## src/rtl/pwr_seq_pkg.sv

```systemverilog
// Shared constants and state type for the core power-zone sequencer.
// Assumes an 8-bit control word and a 3-bit status nibble per core.
package pwr_seq_pkg;
    localparam int CTRL_W = 8;
    localparam int STAT_W = 3;

    // Control word bit positions (decoded by the power-zone hardware)
    localparam int CB_CLK = 0;
    localparam int CB_RST = 1;
    localparam int CB_MEM = 4;
    localparam int CB_PSW = 5;
    localparam int CB_ISO = 6;
    localparam int CB_MAN = 7;

    // Status nibble bit positions
    localparam int SB_DPG = 0;
    localparam int SB_MEM = 1;
    localparam int SB_OFF = 2;

    typedef enum logic [4:0] {
        S_IDLE,
        S_U_ISO, S_U_MAN, S_U_PSW, S_U_MEM, S_U_WMEM,
        S_U_CLK, S_U_WDPG, S_U_DEISO, S_U_RST,
        S_B_HI, S_B_LO, S_B_REL,
        S_D_ALIVE, S_D_MAN, S_D_RST, S_D_CLK, S_D_ISO,
        S_D_MEM, S_D_WMEM, S_D_PSW, S_D_WDPG, S_D_HALT
    } seq_state_e;

    function automatic logic [CTRL_W-1:0] cbit(input int pos);
        return CTRL_W'(1) << pos;
    endfunction
endpackage

```

## src/rtl/pwr_wait_timer.sv

```systemverilog
// Wait timer: counts cycles while run is high and flags the final sample.
// Assumes the sequencer drops run for at least one cycle between waits.
module pwr_wait_timer #(
    parameter int TIMEOUT_CYC = 1000
) (
    input  logic clk,
    input  logic rst_n,
    input  logic run,
    output logic expired
);
    localparam int CNT_W = $clog2(TIMEOUT_CYC + 1);

    logic [CNT_W-1:0] cnt;

    assign expired = (cnt == CNT_W'(TIMEOUT_CYC));

    // Count up while waiting, hold at the limit, restart when idle
    always_ff @(posedge clk) begin
        if (!rst_n || !run) begin
            cnt <= '0;
        end else if (!expired) begin
            cnt <= cnt + 1'b1;
        end
    end
endmodule

```

## src/rtl/pwr_ctrl_regs.sv

```systemverilog
// Per-core control words and the shared halt vector.
// Assumes at most one control write and one halt update per cycle.
module pwr_ctrl_regs
    import pwr_seq_pkg::*;
#(
    parameter int NUM_CORES = 4,
    localparam int CORE_W = $clog2(NUM_CORES)
) (
    input  logic                        clk,
    input  logic                        rst_n,
    input  logic [CORE_W-1:0]           wr_core,
    input  logic                        ctl_we,
    input  logic [CTRL_W-1:0]           ctl_set,
    input  logic [CTRL_W-1:0]           ctl_clr,
    input  logic                        halt_set,
    input  logic                        halt_clr,
    output logic [NUM_CORES*CTRL_W-1:0] zone_ctrl,
    output logic [NUM_CORES-1:0]        core_halt
);
    localparam logic [NUM_CORES-1:0] HALT_RST = {{(NUM_CORES-1){1'b1}}, 1'b0};

    for (genvar c = 0; c < NUM_CORES; c++) begin : g_core
        logic [CTRL_W-1:0] word_q;
        // Apply clear mask then set mask to the addressed core's word
        always_ff @(posedge clk) begin
            if (!rst_n) begin
                word_q <= '0;
            end else if (ctl_we && (wr_core == CORE_W'(c))) begin
                word_q <= (word_q & ~ctl_clr) | ctl_set;
            end
        end
        assign zone_ctrl[c*CTRL_W +: CTRL_W] = word_q;
    end

    // Halt vector: secondaries start halted, bit updated per request
    always_ff @(posedge clk) begin
        if (!rst_n) begin
            core_halt <= HALT_RST;
        end else if (halt_set) begin
            core_halt[wr_core] <= 1'b1;
        end else if (halt_clr) begin
            core_halt[wr_core] <= 1'b0;
        end
    end
endmodule

```

## src/rtl/pwr_seq_fsm.sv

```systemverilog
// Step sequencer: one state per control write or status wait.
// Assumes status inputs are already synchronous to clk.
module pwr_seq_fsm
    import pwr_seq_pkg::*;
#(
    parameter int NUM_CORES = 4,
    parameter int ADDR_W = 32,
    localparam int CORE_W = $clog2(NUM_CORES),
    localparam int OFS_W = CORE_W + 3
) (
    input  logic              clk,
    input  logic              rst_n,
    input  logic              req_up,
    input  logic              req_down,
    input  logic [CORE_W-1:0] req_core,
    input  logic [ADDR_W-1:0] boot_addr,
    input  logic              err_clr,
    input  logic              st_off,
    input  logic              st_mem,
    input  logic              st_dpg,
    input  logic              alive_sel,
    input  logic              tmr_expired,
    output logic [CORE_W-1:0] sel_core,
    output logic              tmr_run,
    output logic              ctl_we,
    output logic [CTRL_W-1:0] ctl_set,
    output logic [CTRL_W-1:0] ctl_clr,
    output logic              halt_set,
    output logic              halt_clr,
    output logic              bw_valid,
    output logic [OFS_W-1:0]  bw_ofs,
    output logic [ADDR_W-1:0] bw_data,
    output logic              busy,
    output logic              done,
    output logic              err
);
    seq_state_e        state, nxt;
    logic [CORE_W-1:0] core_q;
    logic [ADDR_W-1:0] addr_q;
    logic              bw_hi, fin, tout, accept;

    assign busy     = (state != S_IDLE);
    assign sel_core = busy ? core_q : req_core;
    assign accept   = !busy && (req_up || (req_down && req_core != '0));
    assign bw_ofs   = {core_q, bw_hi, 2'b00};
    assign bw_data  = bw_hi ? addr_q : '0;

    // Next state and per-step control operation
    always_comb begin
        nxt = state; ctl_we = 1'b0; ctl_set = '0; ctl_clr = '0;
        halt_set = 1'b0; halt_clr = 1'b0; bw_valid = 1'b0; bw_hi = 1'b0;
        tmr_run = 1'b0; tout = 1'b0; fin = 1'b0;
        case (state)
            S_IDLE: begin
                if (req_up)                         nxt = st_off ? S_U_ISO : S_B_HI;
                else if (req_down && req_core != '0) nxt = S_D_ALIVE;
            end
            S_U_ISO:   begin ctl_we = 1'b1; ctl_set = cbit(CB_ISO); ctl_clr = '1; nxt = S_U_MAN; end
            S_U_MAN:   begin ctl_we = 1'b1; ctl_set = cbit(CB_MAN); nxt = S_U_PSW; end
            S_U_PSW:   begin ctl_we = 1'b1; ctl_set = cbit(CB_PSW); nxt = S_U_MEM; end
            S_U_MEM:   begin ctl_we = 1'b1; ctl_set = cbit(CB_MEM); nxt = S_U_WMEM; end
            S_U_WMEM: begin
                tmr_run = 1'b1;
                if (st_mem)           nxt = S_U_CLK;
                else if (tmr_expired) begin tout = 1'b1; nxt = S_IDLE; end
            end
            S_U_CLK:   begin ctl_we = 1'b1; ctl_set = cbit(CB_CLK); nxt = S_U_WDPG; end
            S_U_WDPG: begin
                tmr_run = 1'b1;
                if (st_dpg)           nxt = S_U_DEISO;
                else if (tmr_expired) begin tout = 1'b1; nxt = S_IDLE; end
            end
            S_U_DEISO: begin ctl_we = 1'b1; ctl_clr = cbit(CB_ISO); nxt = S_U_RST; end
            S_U_RST:   begin ctl_we = 1'b1; ctl_set = cbit(CB_RST); nxt = S_B_HI; end
            S_B_HI:    begin bw_valid = 1'b1; nxt = S_B_LO; end
            S_B_LO:    begin bw_valid = 1'b1; bw_hi = 1'b1; nxt = S_B_REL; end
            S_B_REL:   begin halt_clr = 1'b1; fin = 1'b1; nxt = S_IDLE; end
            S_D_ALIVE: if (!alive_sel) nxt = S_D_MAN;
            S_D_MAN:   begin ctl_we = 1'b1; ctl_set = cbit(CB_MAN); nxt = S_D_RST; end
            S_D_RST:   begin ctl_we = 1'b1; ctl_clr = cbit(CB_RST); nxt = S_D_CLK; end
            S_D_CLK:   begin ctl_we = 1'b1; ctl_clr = cbit(CB_CLK); nxt = S_D_ISO; end
            S_D_ISO:   begin ctl_we = 1'b1; ctl_set = cbit(CB_ISO); nxt = S_D_MEM; end
            S_D_MEM:   begin ctl_we = 1'b1; ctl_clr = cbit(CB_MEM); nxt = S_D_WMEM; end
            S_D_WMEM: begin
                tmr_run = 1'b1;
                if (!st_mem)          nxt = S_D_PSW;
                else if (tmr_expired) begin tout = 1'b1; nxt = S_IDLE; end
            end
            S_D_PSW:   begin ctl_we = 1'b1; ctl_clr = cbit(CB_PSW); nxt = S_D_WDPG; end
            S_D_WDPG: begin
                tmr_run = 1'b1;
                if (!st_dpg)          nxt = S_D_HALT;
                else if (tmr_expired) begin tout = 1'b1; nxt = S_IDLE; end
            end
            S_D_HALT:  begin halt_set = 1'b1; fin = 1'b1; nxt = S_IDLE; end
            default:   nxt = S_IDLE;
        endcase
    end

    // State, captured request and completion/error flags
    always_ff @(posedge clk) begin
        if (!rst_n) begin
            state  <= S_IDLE;
            core_q <= '0;
            addr_q <= '0;
            done   <= 1'b0;
            err    <= 1'b0;
        end else begin
            state <= nxt;
            if (accept) begin
                core_q <= req_core;
                addr_q <= boot_addr;
            end
            done <= fin;
            if (tout)         err <= 1'b1;
            else if (err_clr) err <= 1'b0;
        end
    end
endmodule

```

## src/rtl/core_pwr_seq.sv

```systemverilog
// Top of the core power-zone sequencer: joins the step sequencer, the
// wait timer and the control registers; selects the target core's status.
// Assumes zone_status and core_alive are synchronous to clk.
module core_pwr_seq
    import pwr_seq_pkg::*;
#(
    parameter int NUM_CORES = 4,
    parameter int ADDR_W = 32,
    parameter int TIMEOUT_CYC = 1000,
    localparam int CORE_W = $clog2(NUM_CORES),
    localparam int OFS_W = CORE_W + 3
) (
    input  logic                        clk,
    input  logic                        rst_n,
    input  logic                        req_up,
    input  logic                        req_down,
    input  logic [CORE_W-1:0]           req_core,
    input  logic [ADDR_W-1:0]           boot_addr,
    input  logic                        err_clr,
    input  logic [NUM_CORES-1:0]        core_alive,
    input  logic [NUM_CORES*STAT_W-1:0] zone_status,
    output logic [NUM_CORES*CTRL_W-1:0] zone_ctrl,
    output logic [NUM_CORES-1:0]        core_halt,
    output logic                        bw_valid,
    output logic [OFS_W-1:0]            bw_ofs,
    output logic [ADDR_W-1:0]           bw_data,
    output logic                        busy,
    output logic                        done,
    output logic                        err
);
    logic [CORE_W-1:0] sel_core;
    logic [STAT_W-1:0] st_sel;
    logic              tmr_run, tmr_expired;
    logic              ctl_we, halt_set, halt_clr;
    logic [CTRL_W-1:0] ctl_set, ctl_clr;

    assign st_sel = zone_status[int'(sel_core)*STAT_W +: STAT_W];

    pwr_seq_fsm #(.NUM_CORES(NUM_CORES), .ADDR_W(ADDR_W)) u_fsm (
        .clk(clk), .rst_n(rst_n), .req_up(req_up), .req_down(req_down),
        .req_core(req_core), .boot_addr(boot_addr), .err_clr(err_clr),
        .st_off(st_sel[SB_OFF]), .st_mem(st_sel[SB_MEM]), .st_dpg(st_sel[SB_DPG]),
        .alive_sel(core_alive[sel_core]), .tmr_expired(tmr_expired),
        .sel_core(sel_core), .tmr_run(tmr_run), .ctl_we(ctl_we),
        .ctl_set(ctl_set), .ctl_clr(ctl_clr), .halt_set(halt_set),
        .halt_clr(halt_clr), .bw_valid(bw_valid), .bw_ofs(bw_ofs),
        .bw_data(bw_data), .busy(busy), .done(done), .err(err)
    );

    pwr_wait_timer #(.TIMEOUT_CYC(TIMEOUT_CYC)) u_timer (
        .clk(clk), .rst_n(rst_n), .run(tmr_run), .expired(tmr_expired)
    );

    pwr_ctrl_regs #(.NUM_CORES(NUM_CORES)) u_regs (
        .clk(clk), .rst_n(rst_n), .wr_core(sel_core), .ctl_we(ctl_we),
        .ctl_set(ctl_set), .ctl_clr(ctl_clr), .halt_set(halt_set),
        .halt_clr(halt_clr), .zone_ctrl(zone_ctrl), .core_halt(core_halt)
    );
endmodule

```

## config.mk

```make
export PLATFORM = sky130hd
export DESIGN_NAME = core_pwr_seq
export DESIGN_NICKNAME = d
export VERILOG_FILES = /design/src/rtl/pwr_seq_pkg.sv /design/src/rtl/pwr_wait_timer.sv /design/src/rtl/pwr_ctrl_regs.sv /design/src/rtl/pwr_seq_fsm.sv /design/src/rtl/core_pwr_seq.sv
export SDC_FILE = /design/constraint.sdc
export NUM_CORES = 1
export LEC_CHECK = 0
export ABC_AREA = 1
export BUFFER_PORTS_ARGS = -buffer_cell sky130_fd_sc_hd__buf_2
export CAP_MARGIN = 5
export CORE_ASPECT_RATIO = 1.2
export CORE_MARGIN = 3
export CORE_UTILIZATION = 40
export DETAILED_ROUTE_END_ITERATION = 8
export GPL_ROUTABILITY_DRIVEN = 1
export PLACE_DENSITY = 0.65
export SYNTH_ARGS = -nofsm -noshare
export SYNTH_HDL_FRONTEND = slang
export SYNTH_SLANG_ARGS = --single-unit
```

## constraint.sdc

```tcl
create_clock -name clk -period 4.9 [get_ports clk]
set_clock_uncertainty 0.15 [all_clocks]
set_input_delay 0.98 -clock clk [delete_from_list [all_inputs] [get_ports clk]]
set_output_delay 0.98 -clock clk [all_outputs]
set_load 0.005 [all_outputs]
```

==> metrics list, run 1 <==
- Number of buffers created by CTS: 9
- Largest net degree at the start of global routing: between 60 and 70
* Adder and majority cell fraction of the synthesized area: 0.00604
- Initial core utilization: 0.412
- The largest total area in the synthesized netlist belongs to sky130_fd_sc_hd__dfxtp_1.
* Run status: finished clean
- Detailed-placement wirelength estimate: ~8400 um
- Dominant combinational cell family by area after synthesis: simple AND/OR/NAND/NOR gates
- Cell total after placement: 846
- Global-route track usage on met3: 0.0545
- The internal power of the cells totals 1.51 mW.
* Vias in the first global route: 4,060
* Average vias per placed instance: a little under 5
- The routed layout has 4,171 vias.
* Top-level I/O count: approximately 130
- Buffer depth of the longest clock path: 2
- IR analysis of the VDD net gives a maximum drop of 0.217 mV.
- PortBufs: 129
- Synthesis-to-finish area growth: 24.4%
- Setup repair after global routing missed its margin: no
- Clock-pin slew was measured on the worst setup and hold paths at 0.06 ns.
- Number of iterations in the first detailed-routing pass: 4
- Synthesis inferred 87 register bits.
- The H-tree was split into 3 levels.
- Number of nets in the finished design: roughly 790
- Synthesized-area fraction occupied by and/or/nand/nor cells: 0.284
* Final weighted congestion in routability-driven placement: between 0.9 and 1
* Syn avg cell area: approximately 6.8 um2
- Setup TNS: 0 ns
- Dominant synthesized flop cell: sky130_fd_sc_hd__dfxtp_1
* Final number of hold-violating endpoints: 0
* Number of sinks driven by the clock tree: 87
* Max-capacitance violation count: 0
* Count of endpoints failing setup in the final report: 0
* Leakage dissipation: 2.49 nW
* Number of distinct library cell variants in the gate-level netlist after synthesis: 37
- The first global-routing pass estimated 19,000 um of wire.
- Synth Warn #: 0
- Area of the die: 11,600 um2
- Once layout is complete, the cells apart from fillers number roughly 860.
* Core Area: 10,100 um2
- Max-Slew Margin vs Limit: 0.328
* Clock root buffer: sky130_fd_sc_hd__clkbuf_16
* Critical path type: flop to primary output
* Switching part of the total: 0.424
- Based on the critical path, the design can be clocked at up to 0.293 GHz.
- Number of cell rows: 40
- Final critical-path share of the clock period: 0.696
- After detailed routing, the number of remaining DRC violations is 0.
- The number of hold buffers added after CTS was 0.
- Vert. Die Dim: 117 um
- Clock tree from TritonCTS: yes
- Worst hold path class: flop to flop
* Congestion Overflow GR: 0
- For this design the ratio of total power to cell area is between 500 and 600 nW/um2.
* Global router's overall resource usage: 0.196
* Sequential element share of the synthesized area: 0.421
- The first routing iteration left between 150 and 200 violations.
- Grt peak-use layer: met2
* Number of enable-type register cells in the synthesized netlist: 0
- Antenna cell count: 0
* Crit path max fanout: 32
- Startpoint types: flop
- Post-CTS timing repair inserted 0 buffers for setup.
- Routed len/inst: 13.0 um
* Latest clock arrival within the worst-skew pair: approximately 0.34 ns
* Resize count post-CTS: 0
* Synth top area cells: sky130_fd_sc_hd__dfxtp_1 42%, sky130_fd_sc_hd__nand2_1 10%, sky130_fd_sc_hd__a21oi_1 8.8%
- Final Max Tran Viols: 0
* Total chip power: around 2.6 mW
- Wire length reported by the detailed router: 11,200 um
- Synthesis produced a netlist whose cell count is 610.
- Synthesized area: 4140 um2
- In the global route stage, met1 resource usage came out at 0.237.
* Ratio of cells with drive above 1 in the final layout: 0.239
* Xor-xnor portion of the synthesized cell area: 0.00212
- The count of nets left with antenna violations once routing finished came out at 0.
- STA puts the critical path data arrival time at 2.28 ns.
* Clock share of power: 0.247
- Kind of capture point of the worst setup path: primary output
- The share of total power dissipated in sequential elements is 0.348.
- Multiplexer area fraction after synthesis: 0
- STA puts the critical path data required time at approximately 3.8 ns.
- The clock period could shrink to 3.41 ns.
- The share of synthesized area in the top cell type comes to 0.421.
* Number of antenna violations at the first check in global routing: 0
* Power spent charging and discharging nets: 1.11 mW
- Of all flip-flops after synthesis, the portion carrying an async set or reset was 0.
- For the pin with the worst max-slew slack, the measured transition is between 1 and 1.5 ns.
- Met2 Resource Use GR: 0.334
- The share of the synthesized area in compound gates (AO/OA/AOI/OAI) was 0.176.
* Chip width: 98.9 um
* Combinational cell fraction of total power: 0.405
## worst max-delay path, stage by stage, from the launching register on
cell                      delay, ns
sky130_fd_sc_hd__dfxtp_1       0.37
sky130_fd_sc_hd__inv_2         0.29
sky130_fd_sc_hd__nand3_2       0.19
sky130_fd_sc_hd__nor2_1        0.23
sky130_fd_sc_hd__inv_1         0.43
sky130_fd_sc_hd__nor2_1        0.26
sky130_fd_sc_hd__buf_2         0.15
## power by group through the flow
stage	Combinational (mW)	Clock, mW	Sequential (mW)
after CTS	1.06	0.667	0.916
after detailed placement	1.05	0	0.931
after floorplan	0.774	0	0.918
after global placement	1.05	0	0.929
after global routing	1.21	0.694	0.933
final	1.06	0.648	0.916
## registers in the layout, summed over array words and instances, names as in the netlist, named ones only
signal / flops
u_fsm.addr_q: 32
u_regs.g_core.word_q: 32
u_timer.cnt: 10
u_fsm.state: 5
u_fsm.core_q: 2
u_fsm.done: 1
u_fsm.err: 1
## per-stage QoR
stage | worst slack [ns] | hold slack (ns) | cell area [um2] | util
final | 1.49 | 0.302 | 5150 | 0.512
after global routing | 1.26 | 0.318 | 5150 | 0.512
after CTS | 1.49 | 0.306 | 5150 | 0.512
after detailed placement | 1.87 | 0.292 | 4870 | 0.484
after global placement | 2.06 | 0.288 | 4870 | 0.484
after floorplan | 2.61 | 0.280 | 4140 | -
## cells by family after synthesis
| logic type | count (synthesis) |
|---|---|
| buf+inv | 117 |
| flops | 87 |
| compound gates | 140 |
| fa+ha+maj | 2 |
| other cells | 1 |
| simple gates | 262 |
| xor+xnor | 1 |
## cell usage after synthesis (2+ instances only)
library cell               count
sky130_fd_sc_hd__o21ai_0      58
sky130_fd_sc_hd__nand3_1      34
sky130_fd_sc_hd__buf_4         4
sky130_fd_sc_hd__inv_1        85
sky130_fd_sc_hd__nand3_2       5
sky130_fd_sc_hd__nand2_2       5
sky130_fd_sc_hd__nand4_1       7
sky130_fd_sc_hd__ha_1          2
sky130_fd_sc_hd__dfxtp_1      87
sky130_fd_sc_hd__a21oi_1      73
sky130_fd_sc_hd__nor2_1       74
sky130_fd_sc_hd__nor2_4        2
sky130_fd_sc_hd__clkbuf_1     18
sky130_fd_sc_hd__nor3_1       14
sky130_fd_sc_hd__nand2_1     112
sky130_fd_sc_hd__inv_2         9
## cells in the final DEF, fill, tap and decap left out, types with 2 or more instances in the layout
cell type,count
sky130_fd_sc_hd__a21oi_1,73
sky130_fd_sc_hd__buf_2,129
sky130_fd_sc_hd__buf_4,3
sky130_fd_sc_hd__clkbuf_16,9
sky130_fd_sc_hd__clkinv_2,2
sky130_fd_sc_hd__clkinvlp_4,2
sky130_fd_sc_hd__conb_1,2
sky130_fd_sc_hd__dfxtp_1,87
sky130_fd_sc_hd__ha_1,2
sky130_fd_sc_hd__inv_1,85
sky130_fd_sc_hd__inv_2,9
sky130_fd_sc_hd__nand2_1,112
sky130_fd_sc_hd__nand2_2,5
sky130_fd_sc_hd__nand3_1,34
sky130_fd_sc_hd__nand3_2,5
sky130_fd_sc_hd__nand4_1,7
sky130_fd_sc_hd__nor2_1,74
sky130_fd_sc_hd__nor2_4,2
sky130_fd_sc_hd__nor3_1,14
sky130_fd_sc_hd__o21ai_0,58
## routing by layer
layer	vias up	wire length [um]
met3	12	675
met4	0	146
met1	1844	4950
li1	2200	-
met2	115	5460
met5	-	0
## final cells by class
cell class	instances	area, um2
fillers	1021	4910
multi-input cells	407	1950
flip-flops and latches	87	1740
repair buffers	132	668
inverters	94	353
clock buffers	10	239
well taps	126	158
clock inverters	6	45.0
## path summary, 6_finish.rpt
kind | start | slack, ns | cells after the start | end
max | u_fsm.state[4]$_SDFFE_PN0P_ | 1.49 | 6 | bw_data[12]
min reg2reg | flop | 0.30 | 2 | flop
min | flop | 0.30 | 2 | flop
max reg2reg | u_fsm.state[4]$_SDFFE_PN0P_ | 2.40 | 10 | u_fsm.state[0]$_SDFFE_PN0P_
(Power assumes the default switching activity.)
==> inputs of run 2 (changes only) <==
- PLACE_DENSITY: 0.65 -> 0.68
- clock period: 4.9 -> 2.8 ns (I/O delays scaled with it)
==> run 2 against run 1 <==
  * Non-clock buffer count is 11 higher
  * Highest routed layer unchanged
  * Global-route usage is 0.051 points lower
  * Clock power is 70% higher
  * Power is 78% higher
  * Sequential power is 75% higher
==> metrics list, run 2 (synthesis results as in run 1) <==
* Power per unit of standard cell area: 890 nW/um2 (+74%)
- Worst hold path class: primary input to flop
- The total net switching power came to 1.95 mW (+75%).
- The arrival time reported for the critical path endpoint came to 1.93 ns (-0.35 ns).
* Startpoint types: flop
- Top-level I/O count: 132 (unchanged)
- Vert. Die Dim: 117 um (unchanged)
* Number of cell rows: 40 (unchanged)
* Reg2Reg Capture Point: u_regs.g_core[2].word_q[7]$_SDFFE_PN0P_
* Largest registers: u_fsm.addr_q x32, u_regs.g_core.word_q x32, u_timer.cnt x10
- Based on the critical path, the design can be clocked at up to 0.378 GHz.
- Final number of hold-violating endpoints: 0 (unchanged)
* Average vias per placed instance: 4.90 (+1.3%)
* Number of fill cells: 998 (-2.3%)
* H-tree depth: 3 (unchanged)
* Initial core utilization: 0.412 (unchanged)
- PortBufs: 129 (unchanged)
- Clock share of power: 0.235 (-0.012)
- The number of buffers created by CTS came to 9 (unchanged).
- Final Max Tran Viols: 0 (unchanged)
* Run status: finished clean
* Final worst path period need: 2.64 ns
* Clock slew at the register clock pins of the worst setup and hold paths: 0.06 ns (about the same)
- Combinational cell fraction of total power: 0.422 (+0.017)
- Leaving out fill and tap cells, the most frequent cells in the layout are 129 x sky130_fd_sc_hd__buf_2, 112 x sky130_fd_sc_hd__nand2_1, 87 x sky130_fd_sc_hd__dfxtp_1.
* Worst VDD drop: 0.462 mV (+110%)
- Kind of capture point of the worst setup path: primary output
- Latest clock arrival within the worst-skew pair: 0.34 ns (about the same)
- The routed wire length is 11,300 um (+0.54%).
- The total via count after detailed routing was 4,285 (+2.7%).
- The final-layout setup total negative slack was 0 ns (unchanged).
* Congestion Overflow GR: 0 (unchanged)
- Final critical-path share of the clock period: 0.944
* Largest net degree at the start of global routing: 55 (-18%)
- Number of nets in the finished design: 800 (+1.5%)
* Routed len/inst: 12.9 um (-0.84%)
* Chip width: 98.9 um (unchanged)
* Start point of the worst hold path: err_clr
- Worst Tran Pin Value: 0.695 ns (-0.312 ns)
- The number of buffers on the longest clock path was 2 (unchanged).
- Residual antenna-violating net count after detailed routing: 0 (unchanged)
- The number of global-route vias before repair is 4,179 (+2.9%).
- Startpoint of the worst register-to-register path: u_fsm.state[4]$_SDFFE_PN0P_
* Worst-case register-to-register setup slack: 0.30 ns (-2.10 ns)
- Clock tree from TritonCTS: yes
- Number of instances on the worst hold path: 2 (unchanged)
* Leading cell type in the layout, fill and taps excluded: sky130_fd_sc_hd__buf_2
- Core Area: 10,100 um2 (unchanged)
* Wire length of the first global-routing pass: 18,800 um (-0.84%)
- The sink count of the clock tree came to 87 (unchanged).
* Synthesis-to-finish area growth: 27.0%
* Antenna cell count: 0 (unchanged)
* Switching part of the total: 0.417 (-0.00634)
* Detailed-placement wirelength estimate: 8530 um (+1.5%)
- Worst-case hold path end point: u_fsm.err$_SDFFE_PN0P_
- Global router's overall resource usage: 0.196 (-0.000515)
* Leakage dissipation: 2.53 nW (+1.9%)
- The worst-case reg-to-reg path depth came to 11 (+1).
- Count of endpoints failing setup in the final report: 0 (unchanged)
- The number of antenna violations at the first check in global routing was 0 (unchanged).
- The worst-case headroom to the max-slew limit was 0.536 (+0.208).
- The reported max-cap violation count is 0 (unchanged).
- Area of the die: 11,600 um2 (unchanged)
* Crit path max fanout: 16 (-50%)
- The total DRC errors in the routed layout was 0 (unchanged).
* Number of DRC violations after detailed-routing iteration 0: 201 (+26%)
* Critical path type: flop to primary output
- The proportion of layout cells with a drive suffix above 1 came to 0.253 (+0.0135).
- Clock root buffer: sky130_fd_sc_hd__clkbuf_16
* Data required time of the critical path: 2.09 ns (-1.68 ns)
- The internal cell power came to 2.72 mW (+80%).
- Final weighted congestion in routability-driven placement: 0.867 (-3.7%)
- The sequential share of power was 0.343 (-0.005).
- Number of iterations in the first detailed-routing pass: 4 (unchanged)
- Setup repair after global routing missed its margin: no
- The final cell utilization of the core was 0.523 (+0.0104).
[run 2: worst max path at each step]
stage / from / to / cells after the start
after floorplan: u_fsm.state[2]$_SDFFE_PN0P_ / u_fsm.state[0]$_SDFFE_PN0P_ / 10
after global placement: u_fsm.state[4]$_SDFFE_PN0P_ / bw_data[13] / 6
after detailed placement: u_fsm.state[4]$_SDFFE_PN0P_ / bw_data[21] / 6
after CTS: u_fsm.state[4]$_SDFFE_PN0P_ / bw_data[21] / 7
after global routing: u_fsm.state[4]$_SDFFE_PN0P_ / bw_data[21] / 7
final: u_fsm.state[4]$_SDFFE_PN0P_ / bw_data[27] / 7
[run 2: what timing repair did]
action	CTS	global route
setup endpoints to repair	32	25
gates resized for setup	4	1
cloned	1	0
buffers inserted	3	0
hold buffers	0	0
[run 2: layer usage]
metal,share of wire,vias to the layer above,global-route usage
met2,0.50,128,0.339
met3,0.066,10,0.0415
met5,0,-,0
met4,0.011,0,0.0683
met1,0.42,1928,0.237
li1,-,2219,-
[run 2: layout make-up]
cell class	instances	area [um2]	area share
tap	126	158	0.0300
clock inverter	6	45.0	0.00857
inverter	94	358	0.0681
timing repair inverter	1	7.51	0.00143
timing repair buffer	143	763	0.145
clock buffer	10	229	0.0436
multi-input combinational	407	1960	0.372
sequential	87	1740	0.331
[run 2: per-stage QoR]
stage | worst slack, ns | instances | power (mW) | hold WS, ns | instance area (um2)
final | 0.157 | 874 | 4.68 | 0.272 | 5260
after global placement | 0.380 | 854 | 3.59 | 0.287 | 4940
after floorplan | 0.926 | 611 | 2.96 | 0.280 | 4140
after detailed placement | 0.253 | 854 | 3.59 | 0.287 | 4940
after global routing | 0.0204 | 874 | 5.04 | 0.275 | 5260
after CTS | 0.0778 | 874 | 4.71 | 0.258 | 5260
[run 2: worst max-delay path, stage by stage, from the launching register on]
cell,delay [ns]
sky130_fd_sc_hd__dfxtp_1,0.37
sky130_fd_sc_hd__clkinv_2,0.23
sky130_fd_sc_hd__nand3_2,0.21
sky130_fd_sc_hd__nor2_4,0.24
sky130_fd_sc_hd__clkinvlp_4,0.10
sky130_fd_sc_hd__buf_4,0.20
sky130_fd_sc_hd__nor2_1,0.12
sky130_fd_sc_hd__buf_2,0.13
[run 2: power groups by stage]
stage                     clock [mW]  combinational, mW  sequential [mW]
after floorplan                    0               1.35             1.61
after global placement             0               1.96             1.63
after detailed placement           0               1.96             1.63
after CTS                       1.13               1.98             1.60
after global routing            1.18               2.24             1.63
final                           1.10               1.97             1.60
